`src/rtl/clk_synth_pkg.sv`:
```
package clk_synth_pkg;
  localparam int FIELD_W  = 8;
  localparam int WORD_W   = 32;
  localparam int LO_LSB   = 0;
  localparam int HI_LSB   = LO_LSB + FIELD_W;
  localparam int HOLD_LSB = HI_LSB + FIELD_W;
  localparam int EN_BIT   = HOLD_LSB + FIELD_W;

  typedef logic [FIELD_W-1:0] cnt_t;

  typedef struct packed {
    logic en;
    cnt_t hold;
    cnt_t hi;
    cnt_t lo;
  } synth_cfg_t;

  function automatic synth_cfg_t unpack_cfg(input logic [EN_BIT:0] w);
    synth_cfg_t c;
    c.lo   = w[LO_LSB   +: FIELD_W];
    c.hi   = w[HI_LSB   +: FIELD_W];
    c.hold = w[HOLD_LSB +: FIELD_W];
    c.en   = w[EN_BIT];
    return c;
  endfunction
endpackage

```
`src/rtl/clk_synth_cfg.sv`:
```
module clk_synth_cfg
  import clk_synth_pkg::*;
(
  input  logic              clk_i,
  input  logic              rst_ni,
  input  logic              we_i,
  input  logic [WORD_W-1:0] wdata_i,
  input  logic              boundary_i,
  output logic              apply_o,
  output logic              next_en_o,
  output synth_cfg_t        act_o
);
  synth_cfg_t shd_q, act_q;
  logic       pend_q;
  logic       unused_hi_bits;

  assign unused_hi_bits = ^wdata_i[WORD_W-1:EN_BIT+1];
  assign apply_o   = pend_q & boundary_i;
  assign next_en_o = shd_q.en;
  assign act_o     = act_q;

  always_ff @(posedge clk_i or negedge rst_ni) begin
    if (!rst_ni) begin
      shd_q  <= '0;
      act_q  <= '0;
      pend_q <= 1'b0;
    end else begin
      if (we_i) shd_q <= unpack_cfg(wdata_i[EN_BIT:0]);
      if (we_i)         pend_q <= 1'b1;
      else if (apply_o) pend_q <= 1'b0;
      if (apply_o) act_q <= shd_q;
    end
  end

  // active setting only moves at a period boundary
  p_cfg_only_at_boundary_r8: assert property (@(posedge clk_i) disable iff (!rst_ni)
    !boundary_i |=> $stable(act_q));
endmodule

```
`src/rtl/clk_synth_phase.sv`:
```
module clk_synth_phase
  import clk_synth_pkg::*;
(
  input  logic clk_i,
  input  logic rst_ni,
  input  cnt_t lo_i,
  input  cnt_t hi_i,
  input  logic apply_i,
  input  logic next_en_i,
  output logic high_o,
  output logic boundary_o,
  output logic rise_o,
  output logic stb_o
);
  cnt_t cnt_q;
  logic run_q, high_q;
  logic end_lo, end_hi;

  assign end_lo     = run_q & ~high_q & (cnt_q == lo_i);
  assign end_hi     = run_q &  high_q & (cnt_q == hi_i);
  assign boundary_o = ~run_q | end_lo;
  assign rise_o     = apply_i ? next_en_i : end_lo;
  assign stb_o      = run_q & high_q & (cnt_q == '0);
  assign high_o     = high_q;

  always_ff @(posedge clk_i or negedge rst_ni) begin
    if (!rst_ni) begin
      run_q  <= 1'b0;
      high_q <= 1'b0;
      cnt_q  <= '0;
    end else if (apply_i) begin
      run_q  <= next_en_i;
      high_q <= next_en_i;
      cnt_q  <= '0;
    end else if (end_lo) begin
      high_q <= 1'b1;
      cnt_q  <= '0;
    end else if (end_hi) begin
      high_q <= 1'b0;
      cnt_q  <= '0;
    end else if (run_q) begin
      cnt_q  <= cnt_q + 1'b1;
    end
  end

  p_high_phase_len_r3: assert property (@(posedge clk_i) disable iff (!rst_ni)
    (run_q && high_q && cnt_q != hi_i) |=> (high_q && cnt_q == $past(cnt_q) + 1'b1));
endmodule

```
`src/rtl/clk_synth_hold.sv`:
```
module clk_synth_hold
  import clk_synth_pkg::*;
(
  input  logic clk_i,
  input  logic rst_ni,
  input  cnt_t len_i,
  input  logic rise_i,
  input  logic stop_i,
  output logic hold_o
);
  cnt_t cnt_q;
  logic act_q;

  assign hold_o = act_q;

  always_ff @(posedge clk_i or negedge rst_ni) begin
    if (!rst_ni) begin
      act_q <= 1'b0;
      cnt_q <= '0;
    end else if (rise_i) begin
      act_q <= 1'b1;
      cnt_q <= '0;
    end else if (stop_i) begin
      act_q <= 1'b0;
    end else if (act_q) begin
      if (cnt_q == len_i) act_q <= 1'b0;
      else                cnt_q <= cnt_q + 1'b1;
    end
  end

  p_hold_opens_on_rise_r6: assert property (@(posedge clk_i) disable iff (!rst_ni)
    rise_i |=> hold_o);
endmodule

```
`src/rtl/clk_synth_div.sv`:
```
module clk_synth_div
  import clk_synth_pkg::*;
(
  input  logic              clk_i,
  input  logic              rst_ni,
  input  logic              cfg_we_i,
  input  logic [WORD_W-1:0] cfg_wdata_i,
  output logic              div_clk_o,
  output logic              period_stb_o,
  output logic              hold_o
);
  synth_cfg_t act;
  logic apply, next_en, boundary, rise;

  clk_synth_cfg i_cfg (
    .clk_i      (clk_i),
    .rst_ni     (rst_ni),
    .we_i       (cfg_we_i),
    .wdata_i    (cfg_wdata_i),
    .boundary_i (boundary),
    .apply_o    (apply),
    .next_en_o  (next_en),
    .act_o      (act)
  );

  clk_synth_phase i_phase (
    .clk_i      (clk_i),
    .rst_ni     (rst_ni),
    .lo_i       (act.lo),
    .hi_i       (act.hi),
    .apply_i    (apply),
    .next_en_i  (next_en),
    .high_o     (div_clk_o),
    .boundary_o (boundary),
    .rise_o     (rise),
    .stb_o      (period_stb_o)
  );

  clk_synth_hold i_hold (
    .clk_i  (clk_i),
    .rst_ni (rst_ni),
    .len_i  (act.hold),
    .rise_i (rise),
    .stop_i (apply & ~next_en),
    .hold_o (hold_o)
  );

  p_stb_marks_rise_r5: assert property (@(posedge clk_i) disable iff (!rst_ni)
    period_stb_o == $rose(div_clk_o));
endmodule

```
`config.mk`:
```
export PLATFORM = sky130hd
export DESIGN_NAME = clk_synth_div
export DESIGN_NICKNAME = d
export VERILOG_FILES = /design/src/rtl/clk_synth_pkg.sv /design/src/rtl/clk_synth_cfg.sv /design/src/rtl/clk_synth_phase.sv /design/src/rtl/clk_synth_hold.sv /design/src/rtl/clk_synth_div.sv
export SDC_FILE = /design/constraint.sdc
export NUM_CORES = 1
export LEC_CHECK = 0
export ABC_AREA = 1
export ABC_CLOCK_PERIOD_IN_PS = 2300
export BUFFER_PORTS_ARGS = -buffer_cell sky130_fd_sc_hd__buf_2
export CAP_MARGIN = 0
export CORE_MARGIN = 1.5
export CORE_UTILIZATION = 60
export CTS_CLUSTER_DIAMETER = 40
export CTS_CLUSTER_SIZE = 16
export DETAILED_ROUTE_END_ITERATION = 6
export PLACE_DENSITY_LB_ADDON = 0.25
export SYNTH_ARGS = -nofsm -noshare
export SYNTH_HDL_FRONTEND = slang
export SYNTH_SLANG_ARGS = --single-unit
```
`constraint.sdc`:
```
create_clock -name clk_i -period 2.3 [get_ports clk_i]
set_input_delay 0.23 -clock clk_i [delete_from_list [all_inputs] [get_ports clk_i]]
set_output_delay 0.23 -clock clk_i [all_outputs]
set_load 0.1 [all_outputs]
```
# Word level (Yosys, flattened, before mapping)
# Index checks and enable logic that the tools add are counted.
[op_classes] add_sub_neg=2 n_eq_ne=5 n_mux=18 bitwise=11 reduce_logical=6
[ops] cell="8-bit two-way mux" n=8
[ops] cell="8-bit == test" n=3
[ops] cell="8-bit by 1-bit adder with 8-bit output, second input constant" n=2
[ops] cell="1-bit two-way mux" n=10
[ops] cell="8-bit logical NOT" n=1
[ops] cell="1-bit AND" n=7
[ops] cell="2-bit by 1-bit != test with 1-bit output, second input constant" n=2
[ops] cell="2-bit nonzero test" n=2
[ops] cell="4-bit nonzero test" n=1
[ops] cell="1-bit inverter" n=3
[ops] cell="3-bit AND reduction" n=1
[ops] cell="3-bit nonzero test" n=1
[ops] cell="1-bit OR" n=1
[word_totals] reg_bits=69 in_bits=35 out_inout_bits=3 word_cells=55

# Longest topological paths before layout
[depth] depth_word=8 ltp_mapped=12 depth_no_buf=12

# By module
# A second synthesis with hierarchy kept.
[hier_totals] hier_cells=451 area_unflattened_um2=3623.5
[modules_own_cells] mod="clk_synth_cfg" n_inst=1 cells_per_inst=219 area_each_um2=2045.7 seq_area_each_um2=1276.2
[modules_own_cells] mod="clk_synth_phase" n_inst=1 cells_per_inst=129 area_each_um2=867.1 seq_area_each_um2=250.2
[modules_own_cells] mod="clk_synth_hold" n_inst=1 cells_per_inst=101 area_each_um2=700.7 seq_area_each_um2=225.2
[modules_own_cells] mod="clk_synth_div" n_inst=1 cells_per_inst=2 area_each_um2=10.0 seq_area_each_um2=0.0

# Worst setup path after synthesis
# No wires, ideal clock.
[synth_path] path_type="reg-to-output" startpoint="register i_phase.high_q, in the netlist i_phase.high_o" endpoint="output port period_stb_o" arrival_time_ns=3.177 t_required_ns=2.070 setup_slack_ns=-1.107 stages_incl_launch_ff=3 n_path_buf=0 path_cell_list="dfrtp_1 > nand2_1 > nor3_1"
[synth_via] elab_chain_cells=2
[synth_lines] item="start, declared" line_no="clk_synth_phase.sv:16" source="logic run_q, high_q;"
[synth_lines] item="start signal, assigned" line_no="clk_synth_phase.sv:33" source="high_q <= next_en_i;"
[synth_lines] item="1-bit AND (2 in a row)" line_no="clk_synth_phase.sv:23" source="assign stb_o = run_q & high_q & (cnt_q == '0);"
[synth_lines] item="end, declared" line_no="clk_synth_div.sv:9" source="output logic period_stb_o,"
# No other way between the ends.

# Worst setup path after layout
[layout_path] startpoint="register i_phase.cnt_q[1]" endpoint="output port period_stb_o"
[layout_via] elab_chain_cells=2
[layout_lines] item="start, declared" line_no="clk_synth_phase.sv:15" source="cnt_t cnt_q;"
[layout_lines] item="start signal, assigned" line_no="clk_synth_phase.sv:42" source="cnt_q <= cnt_q + 1'b1;"
[layout_lines] item="8-bit logical NOT" line_no="clk_synth_phase.sv:23"
[layout_lines] item="1-bit AND" line_no="clk_synth_phase.sv:23"
# No other way between the ends.

==> run_results.csv <==
group,metric,value,unit
status,status,"complete, no violations",
yosys,synth.most_common_cell,"nand2_1",
yosys,ys_seq_elements,69,
power,intPower,2.62,mW
clocking,clk_latency,340,ps
sta,rsz0062_at_grt,"no",
yosys,synthArstFlopShare,1.00,
clocking,clk_pin_slew,70,ps
power,power_switching_share,0.388,
sta,clock_skew,10.3,ps
critical_path,crit_fanout,5,
sta,finalCritPeriodShare,0.917,
detailed_routing,routed_wl,6410,µm
die,die_w,77.9,µm
cells_and_area,fin_nets,456,
yosys,synth_edf_count,0,
detailed_routing,drt_first_iter_violations,270,
cells_and_area,drive_above_1_share,0.199,
critical_path,r2r_end,"i_cfg.act_o[19]",
die,start_util,0.615,
placed_design,place_congestion,0.892,
global_route,antenna_found_initial,0,
global_route,grt_usage,0.243,
yosys,synth_common_cells,"96 x nand2_1, 69 x dfrtp_1, 49 x inv_1, 25 x o21ai_0",
yosys,synth_ff_type,"dfrtp_1",
critical_path,critPathCaptureType,"output port",
detailed_routing,vias,2599,
critical_path,required,2070,ps
global_route,grt_start_max_net_pins,46,
power,p_clk_frac,0.239,
power,p_leak,1.92,nW
die,die_h,77.9,µm
placed_design,place_inst,478,
min_path,min_from,"cfg_wdata_i[17]",
sta,fmax,474,MHz
critical_path,reg2reg_slack,480,ps
detailed_routing,drtPass1Iterations,6,
yosys,yosysWarnings,0,
critical_path,r2r-start,"i_phase.cnt_q[5]",
yosys,syn_avg_cell_area,8.75,µm²
detailed_routing,routedWlPerCell,12.9,µm
sta,slew_headroom,0.563,
yosys,ys_types,31,
die,core,5470,µm²
clocking,root_buffer,"clkbuf_8",
yosys,netlist_area,3370,µm²
detailed_routing,ant_nets,0,
cells_and_area,stdcell_count,495,
clocking,cts_buffer_depth,2,
die,dieArea,6070,µm²
die,io_pins,38,
power,pwr_density_cell,1130,nW/µm²
placed_design,hpwl,4450,µm
sta,tightest_slew,655,ps
critical_path,r2r_cells,10,
power,pwr-share-comb,0.345,
placed_design,numPortBuffers,30,
clocking,clock_sinks,69,
detailed_routing,remaining_drc_errors,0,
critical_path,startpoint_type,"flip-flop",
yosys,ys_seq_area_frac,0.513,
power,switchingPower,1.66,mW
cells_and_area,n_fill_cell,443,
yosys,synthCells,385,
die,std_cell_rows,27,
cells_and_area,n_antenna_cell,0,
clocking,cts_tree,"yes",
yosys,synthTopCellsByArea,"dfrtp_1 51%, nand2_1 11%, inv_1 5.5%",
cells_and_area,area_delta_synth_final,12.7,%
clocking,cts_buffers,9,
global_route,grt_pass1_vias,2485,
clocking,htreeDepth,3,
sta,post-route-min-period,2110,ps
yosys,synth_top_area_share,0.513,
global_route,gr-total-overflow,0,
detailed_routing,routed_via_density,5.25,
global_route,grt_pass1_wl,11300,µm
min_path,hold_end,"i_cfg.shd_q[17]",
min_path,hold_class,"input pin to flip-flop",
sta,hold_viol_final,0,
sta,fin_tns_setup,0,ps
critical_path,crit_type,"flip-flop to output port",
power,peakVddDrop,0.000612,V
min_path,hold-path-cell-count,3,
job,drv_cap,0,
sta,drv_slew,0,
power,pwr-share-seq,0.416,
sta,finalSetupViolations,0,
critical_path,cp.arrival,1880,ps
yosys,synth.largest_area_cell,"dfrtp_1",
yosys,syn_nets,423,
==> power by group through the flow <==
stage | Sequential (mW) | Clock, mW | Combinational (mW)
4_1_cts | 1.78 | 1.04 | 1.48
5_1_grt | 1.82 | 1.10 | 1.66
6_report | 1.78 | 1.03 | 1.48
3_5_place_dp | 1.80 | 0 | 1.46
2_1_floorplan | 1.85 | 0 | 1.14
3_3_place_gp | 1.79 | 0 | 1.41
==> cells in the final DEF, fill, tap and decap left out, types with 3 or more instances in the layout <==
cell,instances
a21oi_1,8
buf_2,30
clkbuf_8,12
dfrtp_1,69
ha_1,3
inv_1,49
inv_2,4
nand2_1,96
nand3_1,19
nand4_1,10
nor2_1,19
nor3_1,8
o21ai_0,25
o21ai_1,10
o21ai_2,14
or2_2,5
xnor2_1,9
xor2_1,10
==> per-stage QoR <==
stage                     hold slack (ps)   util  worst slack, ps  power (mW)  cell area (µm²)
after floorplan                     -65.6      -             55.7        2.98             3380
after global placement                287  0.653              570        3.20             3580
after detailed placement              281  0.653              550        3.26             3580
after CTS                            76.8  0.694              180        4.30             3800
after global routing                 83.1  0.694             69.1        4.59             3800
final                                87.7  0.694              190        4.28             3800
==> layer usage <==
metal | up-vias | track usage | wire length (µm) | part of all wire
li1 | 1282 | - | - | -
met1 | 1223 | 0.342 | 3060 | 0.48
met2 | 82 | 0.358 | 2970 | 0.46
met3 | 12 | 0.0647 | 287 | 0.045
met4 | 0 | 0.0946 | 94 | 0.015
met5 | - | 0 | 0 | 0
==> cell type report <==
type,instances,area [µm²],share of cell area
Tap cell,72,90.1,0.0237
Clock buffer,13,169,0.0445
Multi-Input combinational cell,250,1360,0.357
Inverter,53,199,0.0524
Timing Repair Buffer,35,215,0.0567
Sequential cell,69,1730,0.455
Clock inverter,3,42.5,0.0112
==> sequential cells by signal, indices dropped and copies added, names as in the netlist <==
signal           cells
i_cfg.act_o         24
i_cfg.next_en_o      1
i_cfg.pend_q         1
i_cfg.shd_q         24
i_hold.cnt_q         8
i_hold.hold_o        1
i_phase.cnt_q        8
i_phase.high_o       1
i_phase.run_q        1
==> worst max-delay path by stage <==
stage | start | slack, ps | depth (start not counted) | endpoint
5_1_grt | i_phase.cnt_q[1] | 70 | 5 | period_stb_o
4_1_cts | i_phase.cnt_q[1] | 180 | 5 | period_stb_o
3_5_place_dp | i_phase.cnt_q[0] | 550 | 10 | i_cfg.act_o[19]
3_3_place_gp | i_phase.high_o | 570 | 9 | i_cfg.act_o[23]
6_report | i_phase.cnt_q[1] | 190 | 5 | period_stb_o
2_1_floorplan | i_phase.high_o | 60 | 2 | period_stb_o
==> critical path: stages (launching register included) <==
cell,delay [ps]
dfrtp_1,420
inv_1,160
ha_1,180
nand3_1,140
nor3_4,190
buf_2,440
==> kinds of logic after synthesis <==
family | synth area share
xor+xnor | 0.0494
fa+ha+maj | 0.0111
flops | 0.513
mux | 0.00334
buf+inv | 0.0884
compound gates | 0.108
simple gates | 0.227
==> repair_timing <==
item | CTS | global route
hold endpoints to repair | 25 | 0
setup buffers | 0 | 0
hold buffers | 1 | 0
endpoints found under the setup margin | 0 | 0
gates resized for setup | 0 | 0
No activity file was read; power rests on OpenSTA's default activity.
